### config.mk
export PLATFORM = sky130hd
export DESIGN_NAME = membuf_par
export DESIGN_NICKNAME = d
export VERILOG_FILES = /design/src/rtl/membuf_par_pkg.sv /design/src/rtl/membuf_par_tree.sv /design/src/rtl/membuf_par_chk.sv /design/src/rtl/membuf_par_ctl.sv /design/src/rtl/membuf_par.sv
export SDC_FILE = /design/constraint.sdc
export NUM_CORES = 1
export LEC_CHECK = 0
export BUFFER_PORTS_ARGS = -buffer_cell sky130_fd_sc_hd__buf_2
export CAP_MARGIN = 25
export CORE_MARGIN = 2
export CORE_UTILIZATION = 46
export CTS_BUF_LIST = sky130_fd_sc_hd__clkbuf_4 sky130_fd_sc_hd__clkbuf_8 sky130_fd_sc_hd__clkbuf_16
export CTS_CLUSTER_DIAMETER = 60
export DETAILED_ROUTE_END_ITERATION = 7
export GPL_ROUTABILITY_DRIVEN = 1
export PLACE_DENSITY = 0.84
export SLEW_MARGIN = 15
export SYNTH_ARGS = -nofsm -noshare
export SYNTH_HDL_FRONTEND = slang
export SYNTH_SLANG_ARGS = --single-unit
### constraint.sdc
create_clock -name clk -period 2.45 [get_ports clk]
set_input_delay 0.245 -clock clk [delete_from_list [all_inputs] [get_ports clk]]
set_output_delay 0.245 -clock clk [all_outputs]
set_load 0.03 [all_outputs]
### src/rtl/membuf_par_pkg.sv
// Package: membuf_par_pkg
// Shared source-select encoding and capture-selection type for the memory
// word buffer. Assumes a two-bit select, with one code left unused.
package membuf_par_pkg;

    typedef enum logic [1:0] {
        SRC_CPU  = 2'b00,
        SRC_PER  = 2'b01,
        SRC_MEM  = 2'b10,
        SRC_NONE = 2'b11
    } src_e;

    typedef enum logic [1:0] {
        CAP_HOLD = 2'b00,
        CAP_CPU  = 2'b01,
        CAP_PER  = 2'b10,
        CAP_MEM  = 2'b11
    } cap_e;

endpackage

### src/rtl/membuf_par_tree.sv
// Module: membuf_par_tree
// XOR reduction over W bits, built as a ripple chain, plus the bit that
// would complete the vector to odd parity.
// Assumes W >= 1. Purely combinational.
module membuf_par_tree #(
    parameter int W = 20
) (
    input  logic [W-1:0] din,
    output logic         xor_all,
    output logic         odd_bit
);
    logic [W-1:0] acc;

    assign acc[0] = din[0];

    // Ripple the running XOR across the vector, one stage per bit.
    generate
        for (genvar i = 1; i < W; i++) begin : g_chain
            assign acc[i] = acc[i-1] ^ din[i];
        end
    endgenerate

    assign xor_all = acc[W-1];
    // An even count of ones needs a one in the parity bit to make it odd.
    assign odd_bit = ~acc[W-1];
endmodule

### src/rtl/membuf_par_chk.sv
// Module: membuf_par_chk
// Odd-parity checker for a full stored word (data plus parity bit).
// Assumes the parity bit is already part of the input vector.
module membuf_par_chk #(
    parameter int WORD_W = 21
) (
    input  logic [WORD_W-1:0] word,
    output logic              ok
);
    logic x;
    logic unused_odd;

    membuf_par_tree #(.W(WORD_W)) u_tree (
        .din     (word),
        .xor_all (x),
        .odd_bit (unused_odd)
    );

    // The word is good when it holds an odd number of ones.
    assign ok = x;
endmodule

### src/rtl/membuf_par_ctl.sv
// Module: membuf_par_ctl
// Decodes the load strobe, the source select and the check results into a
// capture choice and the next values of the three strobes.
// Assumes the check results are valid in the same cycle as load.
module membuf_par_ctl
    import membuf_par_pkg::*;
(
    input  logic load,
    input  src_e src,
    input  logic per_ok,
    input  logic mem_ok,
    output cap_e cap,
    output logic we_d,
    output logic wr_err_d,
    output logic rd_err_d
);
    // Pick the capture source and the strobes for this cycle's request.
    always_comb begin
        cap      = CAP_HOLD;
        we_d     = 1'b0;
        wr_err_d = 1'b0;
        rd_err_d = 1'b0;
        if (load) begin
            unique case (src)
                SRC_CPU: begin
                    cap  = CAP_CPU;
                    we_d = 1'b1;
                end
                SRC_PER: begin
                    if (per_ok) begin
                        cap  = CAP_PER;
                        we_d = 1'b1;
                    end else begin
                        wr_err_d = 1'b1;
                    end
                end
                SRC_MEM: begin
                    cap      = CAP_MEM;
                    rd_err_d = ~mem_ok;
                end
                default: begin
                    cap = CAP_HOLD;
                end
            endcase
        end
    end
endmodule

### src/rtl/membuf_par.sv
// Module: membuf_par (top)
// Word buffer between memory and its writers. It generates odd parity for
// processor data, checks the parity supplied with peripheral words (and
// refuses bad ones), and rechecks words read from memory (it loads them
// anyway and flags them).
// Assumes a synchronous active-low reset and one request per cycle.
module membuf_par
    import membuf_par_pkg::*;
#(
    parameter int DATA_W = 20,
    localparam int WORD_W = DATA_W + 1
) (
    input  logic              clk,
    input  logic              rst_n,
    input  logic              load,
    input  logic [1:0]        src,
    input  logic [DATA_W-1:0] cpu_data,
    input  logic [WORD_W-1:0] per_word,
    input  logic [WORD_W-1:0] mem_word,
    output logic [WORD_W-1:0] word_q,
    output logic              mem_we,
    output logic              wr_par_err,
    output logic              rd_par_err
);
    logic              gen_bit;
    logic              gen_x;
    logic              per_ok;
    logic              mem_ok;
    cap_e              cap;
    logic              we_d;
    logic              wr_err_d;
    logic              rd_err_d;
    logic [WORD_W-1:0] word_d;

    membuf_par_tree #(.W(DATA_W)) u_gen (
        .din     (cpu_data),
        .xor_all (gen_x),
        .odd_bit (gen_bit)
    );

    membuf_par_chk #(.WORD_W(WORD_W)) u_chk_per (
        .word (per_word),
        .ok   (per_ok)
    );

    membuf_par_chk #(.WORD_W(WORD_W)) u_chk_mem (
        .word (mem_word),
        .ok   (mem_ok)
    );

    membuf_par_ctl u_ctl (
        .load     (load),
        .src      (src_e'(src)),
        .per_ok   (per_ok),
        .mem_ok   (mem_ok),
        .cap      (cap),
        .we_d     (we_d),
        .wr_err_d (wr_err_d),
        .rd_err_d (rd_err_d)
    );

    // Form the next register value from the chosen capture source.
    always_comb begin
        unique case (cap)
            CAP_CPU: word_d = {gen_bit, cpu_data};
            CAP_PER: word_d = per_word;
            CAP_MEM: word_d = mem_word;
            default: word_d = word_q;
        endcase
    end

    // Register the word and the one-cycle strobes, with synchronous reset.
    always_ff @(posedge clk) begin
        if (!rst_n) begin
            word_q     <= '0;
            mem_we     <= 1'b0;
            wr_par_err <= 1'b0;
            rd_par_err <= 1'b0;
        end else begin
            word_q     <= word_d;
            mem_we     <= we_d;
            wr_par_err <= wr_err_d;
            rd_par_err <= rd_err_d;
        end
    end

    logic unused_gen_x;
    assign unused_gen_x = gen_x;
endmodule

==> reports/results.md <==
| Parameter | Reported | Unit |
|---|---|---|
| Max-cap violation count | 0 | - |
| Post-CTS Setup Bufs | 0 | - |
| Number of DRC markers in iteration 0 | 153 | - |
| Antenna diode count | 0 | - |
| Number of flops mapped to enable cells by yosys | 0 | - |
| Routed length on met1 | 2220 | um |
| Synthesized-area fraction occupied by adder cells | 0 | - |
| Worst vdd ir | 0.303 | mV |
| Placement-stage worst setup slack | 0.0517 | ns |
| Switching part of the total | 0.415 | - |
| Slew Viols, Final | 0 | - |
| Post-detail-place hpwl | 4320 | um |
| Terminus of the critical flop-to-flop path | word_q[12] | - |
| Post-route clock skew | 0 | ns |
| First-pass DRT Iterations | 4 | - |
| Minimum clock period | 2.13 | ns |
| Net Count, Synth | 264 | - |
| Clock latency of the later-clocked register in the worst-skew pair | 0.26 | ns |
| Combinational family with the most area after synthesis | XOR/XNOR gates | - |
| Transition time of the tightest slew-check pin | 0.832 | ns |
| Fmax | 470 | MHz |
| Largest area contributor in the netlist | sky130_fd_sc_hd__dfxtp_1 | - |
| Run status | finished clean | - |
| Fin. Hold Viols | 0 | - |
| Data arrival at the endpoint of the critical path | 2.28 | ns |
| Area share of the largest cell type after synthesis | 0.261 | - |
| Critical path launch point type | input port | - |
| TritonCTS clock tree | done | - |
| Final setup viols | 0 | - |
| Via count of the routed design | 1,967 | - |
| Met2 Wirelength | 2660 | um |
| Number of different library cells in the post-synthesis netlist | 22 | - |
| Area fraction in compound gates after synthesis | 0.282 | - |
| Simple logic cell fraction of the synthesized area | 0.0998 | - |
| Via count normalized by instance count | 5.92 | - |
| Sort of element at the end of the critical path | flip-flop | - |
| Top-level I/O count | 91 | - |
| Number of register bits inferred by synthesis | 24 | - |
| Power per cell area | 704 | nW/um^2 |
| Final cycle utilization of the critical path | 0.869 | - |
| Congestion Overflow GR | 0 | - |
| Quantity of I/O buffers inserted on ports | 90 | - |
| Share of the yosys chip area belonging to registers | 0.261 | - |
| RR Startpoint | word_q[12] | - |
| Total global-route track usage | 0.248 | - |
| Multiplexer fraction of the synthesized cell area | 0.0190 | - |
| Primary FF master, synth | sky130_fd_sc_hd__dfxtp_1 | - |
| Post-CTS Hold Buffers | 0 | - |
| Logic gate share of total power | 0.560 | - |
| Class of the tightest hold or removal check | in -> reg | - |
| Power share of the sequential group | 0.300 | - |
| Vias in the first global route | 1,806 | - |
| Number of cells on the worst hold path | 2 | - |
| Least setup slack across all paths after layout | 0.321 | ns |
| Wire length per cell | 16.6 | um |
| Worst Path Max Fanout | 21 | - |
| Reg2reg path depth | 2 | - |
| Internal power consumption | 0.980 | mW |
| Die H | 67.3 | um |
| Antenna-violating nets left | 0 | - |
| Clock root buffer | sky130_fd_sc_hd__clkbuf_8 | - |
| Xor and xnor fraction of the mapped netlist area | 0.295 | - |
| Power dissipated by switching net loads | 0.695 | mW |
| Mean instance size in the synthesized netlist | 9.36 | um^2 |
| Area of the mapped netlist | 1840 | um^2 |
| Largest net degree at the start of global routing | 24 | - |
| Ranking of synthesized cells by area | sky130_fd_sc_hd__dfxtp_1, sky130_fd_sc_hd__xnor2_1, sky130_fd_sc_hd__o221ai_2, sky130_fd_sc_hd__o31ai_1, sky130_fd_sc_hd__a21oi_1 | - |
| Startpoint-to-endpoint class of the critical path | in -> reg | - |
| Routed wire length | 5520 | um |
| Number of gates resized after cts | 0 | - |
| Clock power frac | 0.140 | - |
| Number of warnings issued by yosys | 0 | - |
| Startpoint of the worst hold path | src[0] | - |
| Global-route wire length before repair | 8600 | um |
| Initial Utilization | 0.471 | - |
| Die span in x | 67.3 | um |
| Fillcell total | 349 | - |
| Total clock buffers created by CTS | 3 | - |
| Met3 layer wire length in the routed design | 520 | um |
| Layout-stage area growth over the synthesis result | 29.0 | % |
| Top cells by instance count after synthesis | sky130_fd_sc_hd__xnor2_1, sky130_fd_sc_hd__dfxtp_1, sky130_fd_sc_hd__a21oi_1, sky130_fd_sc_hd__nand3_1, sky130_fd_sc_hd__o31ai_1 | - |
| Buffer levels on the longest clock path | 2 | - |
| Share of cells above drive strength 1 | 0.404 | - |
| Antenna violations before repair | 0 | - |
| RSZ-0062 raised after global routing | false | - |
| Post-Syn Instances | 197 | - |
| Worst slew slack as a fraction of its limit | 0.444 | - |
| Setup tns final | 0 | ns |
| Hold endpoint | mem_we | - |
| Leakage power | 1.10 | nW |
| Required time of the worst setup path | 2.60 | ns |
| Layout Nets | 351 | - |
| Count leader, synth | sky130_fd_sc_hd__xnor2_1 | - |
| Clock slew at reported path FFs | 0.08 | ns |
| Clock sink count | 24 | - |
| Standard-cell row count | 23 | - |
| R2R Setup Slk | 1.64 | ns |
| Async set-reset flop share out of synthesis | 0 | - |
| Maximum level of the CTS H-tree | 1 | - |
| Core outline area | 3910 | um^2 |
| Final Wtd Congestion | 0.868 | - |
| Uppermost layer routed | met4 | - |
| Area of the die | 4530 | um^2 |
| Number of remaining DRC errors | 0 | - |
## worst max-delay path: stages
cell and delay (ns):
sky130_fd_sc_hd__buf_2 0.12, sky130_fd_sc_hd__xnor2_1 0.17, sky130_fd_sc_hd__xnor3_1 0.51, sky130_fd_sc_hd__or3b_1 0.43, sky130_fd_sc_hd__mux2_4 0.40, sky130_fd_sc_hd__o221ai_1 0.30
sky130_fd_sc_hd__a21oi_1 0.11
## cell type report
cell class	instances	area (um^2)	share of cell area
Multi-Input combinational cell	157	1280	0.539
Tap cell	50	62.6	0.0263
Timing Repair Buffer	98	510	0.215
Clock buffer	3	41.3	0.0174
Sequential cell	24	480	0.202
## power by group through the flow
stage / Clock, mW / Sequential (mW) / Combinational, mW
finish: 0.234 / 0.503 / 0.938
global route: 0.248 / 0.509 / 1.02
CTS: 0.233 / 0.502 / 0.934
detailed placement: 0 / 0.509 / 0.929
global placement: 0 / 0.511 / 0.909
floorplan: 0 / 0.648 / 0.548
## cell families after synthesis
logic type / count (synthesis)
simple gates: 36
flops: 24
xor+xnor: 54
buf+inv: 16
compound gates: 64
mux: 3
## stage by stage
stage	instances	util	total power [mW]	hold WS [ns]	area [um^2]
finish	332	0.607	1.67	0.217	2380
global route	332	0.607	1.77	0.228	2380
CTS	332	0.607	1.67	0.214	2380
detailed placement	329	0.597	1.44	0.496	2340
global placement	329	0.597	1.42	0.495	2340
floorplan	197	-	1.20	0.334	1840
## flip-flops by register name, summed over array words and instances, names as in the netlist
| name | count |
|---|---|
| word_q | 21 |
| rd_par_err | 1 |
| wr_par_err | 1 |
| mem_we | 1 |
## worst max path at each step
| stage | start | end | slack (ns) | cells past startpoint |
|---|---|---|---|---|
| after global routing | per_word[4] | word_q[12] | 0.19 | 8 |
| after CTS | per_word[0] | word_q[19] | 0.33 | 7 |
| after global placement | per_word[17] | word_q[19] | 0.11 | 7 |
| after detailed placement | per_word[0] | word_q[19] | 0.05 | 7 |
| after floorplan | per_word[17] | word_q[19] | 0.34 | 7 |
| final | per_word[0] | word_q[9] | 0.32 | 7 |
## layer usage
metal / vias to the layer above / GRT usage
li1: 911 / -
met1: 920 / 0.334
met2: 124 / 0.406
met3: 12 / 0.0400
met4: 0 / 0.0765
met5: - / 0
## cells in the final DEF (no fill, tap or decap), drive strengths merged
master  count
buf        98
xnor2      45
dfxtp      24
nand3      22
a21oi      22
o31ai      21
o221ai     21
xnor3       5
nand2       4
xor2        4
nor2b       3
nor2        3
clkbuf      3
nand2b      2
mux2i       2
or3b        1
mux2        1
nand3b      1
No activity file was read; power rests on OpenSTA's default activity.
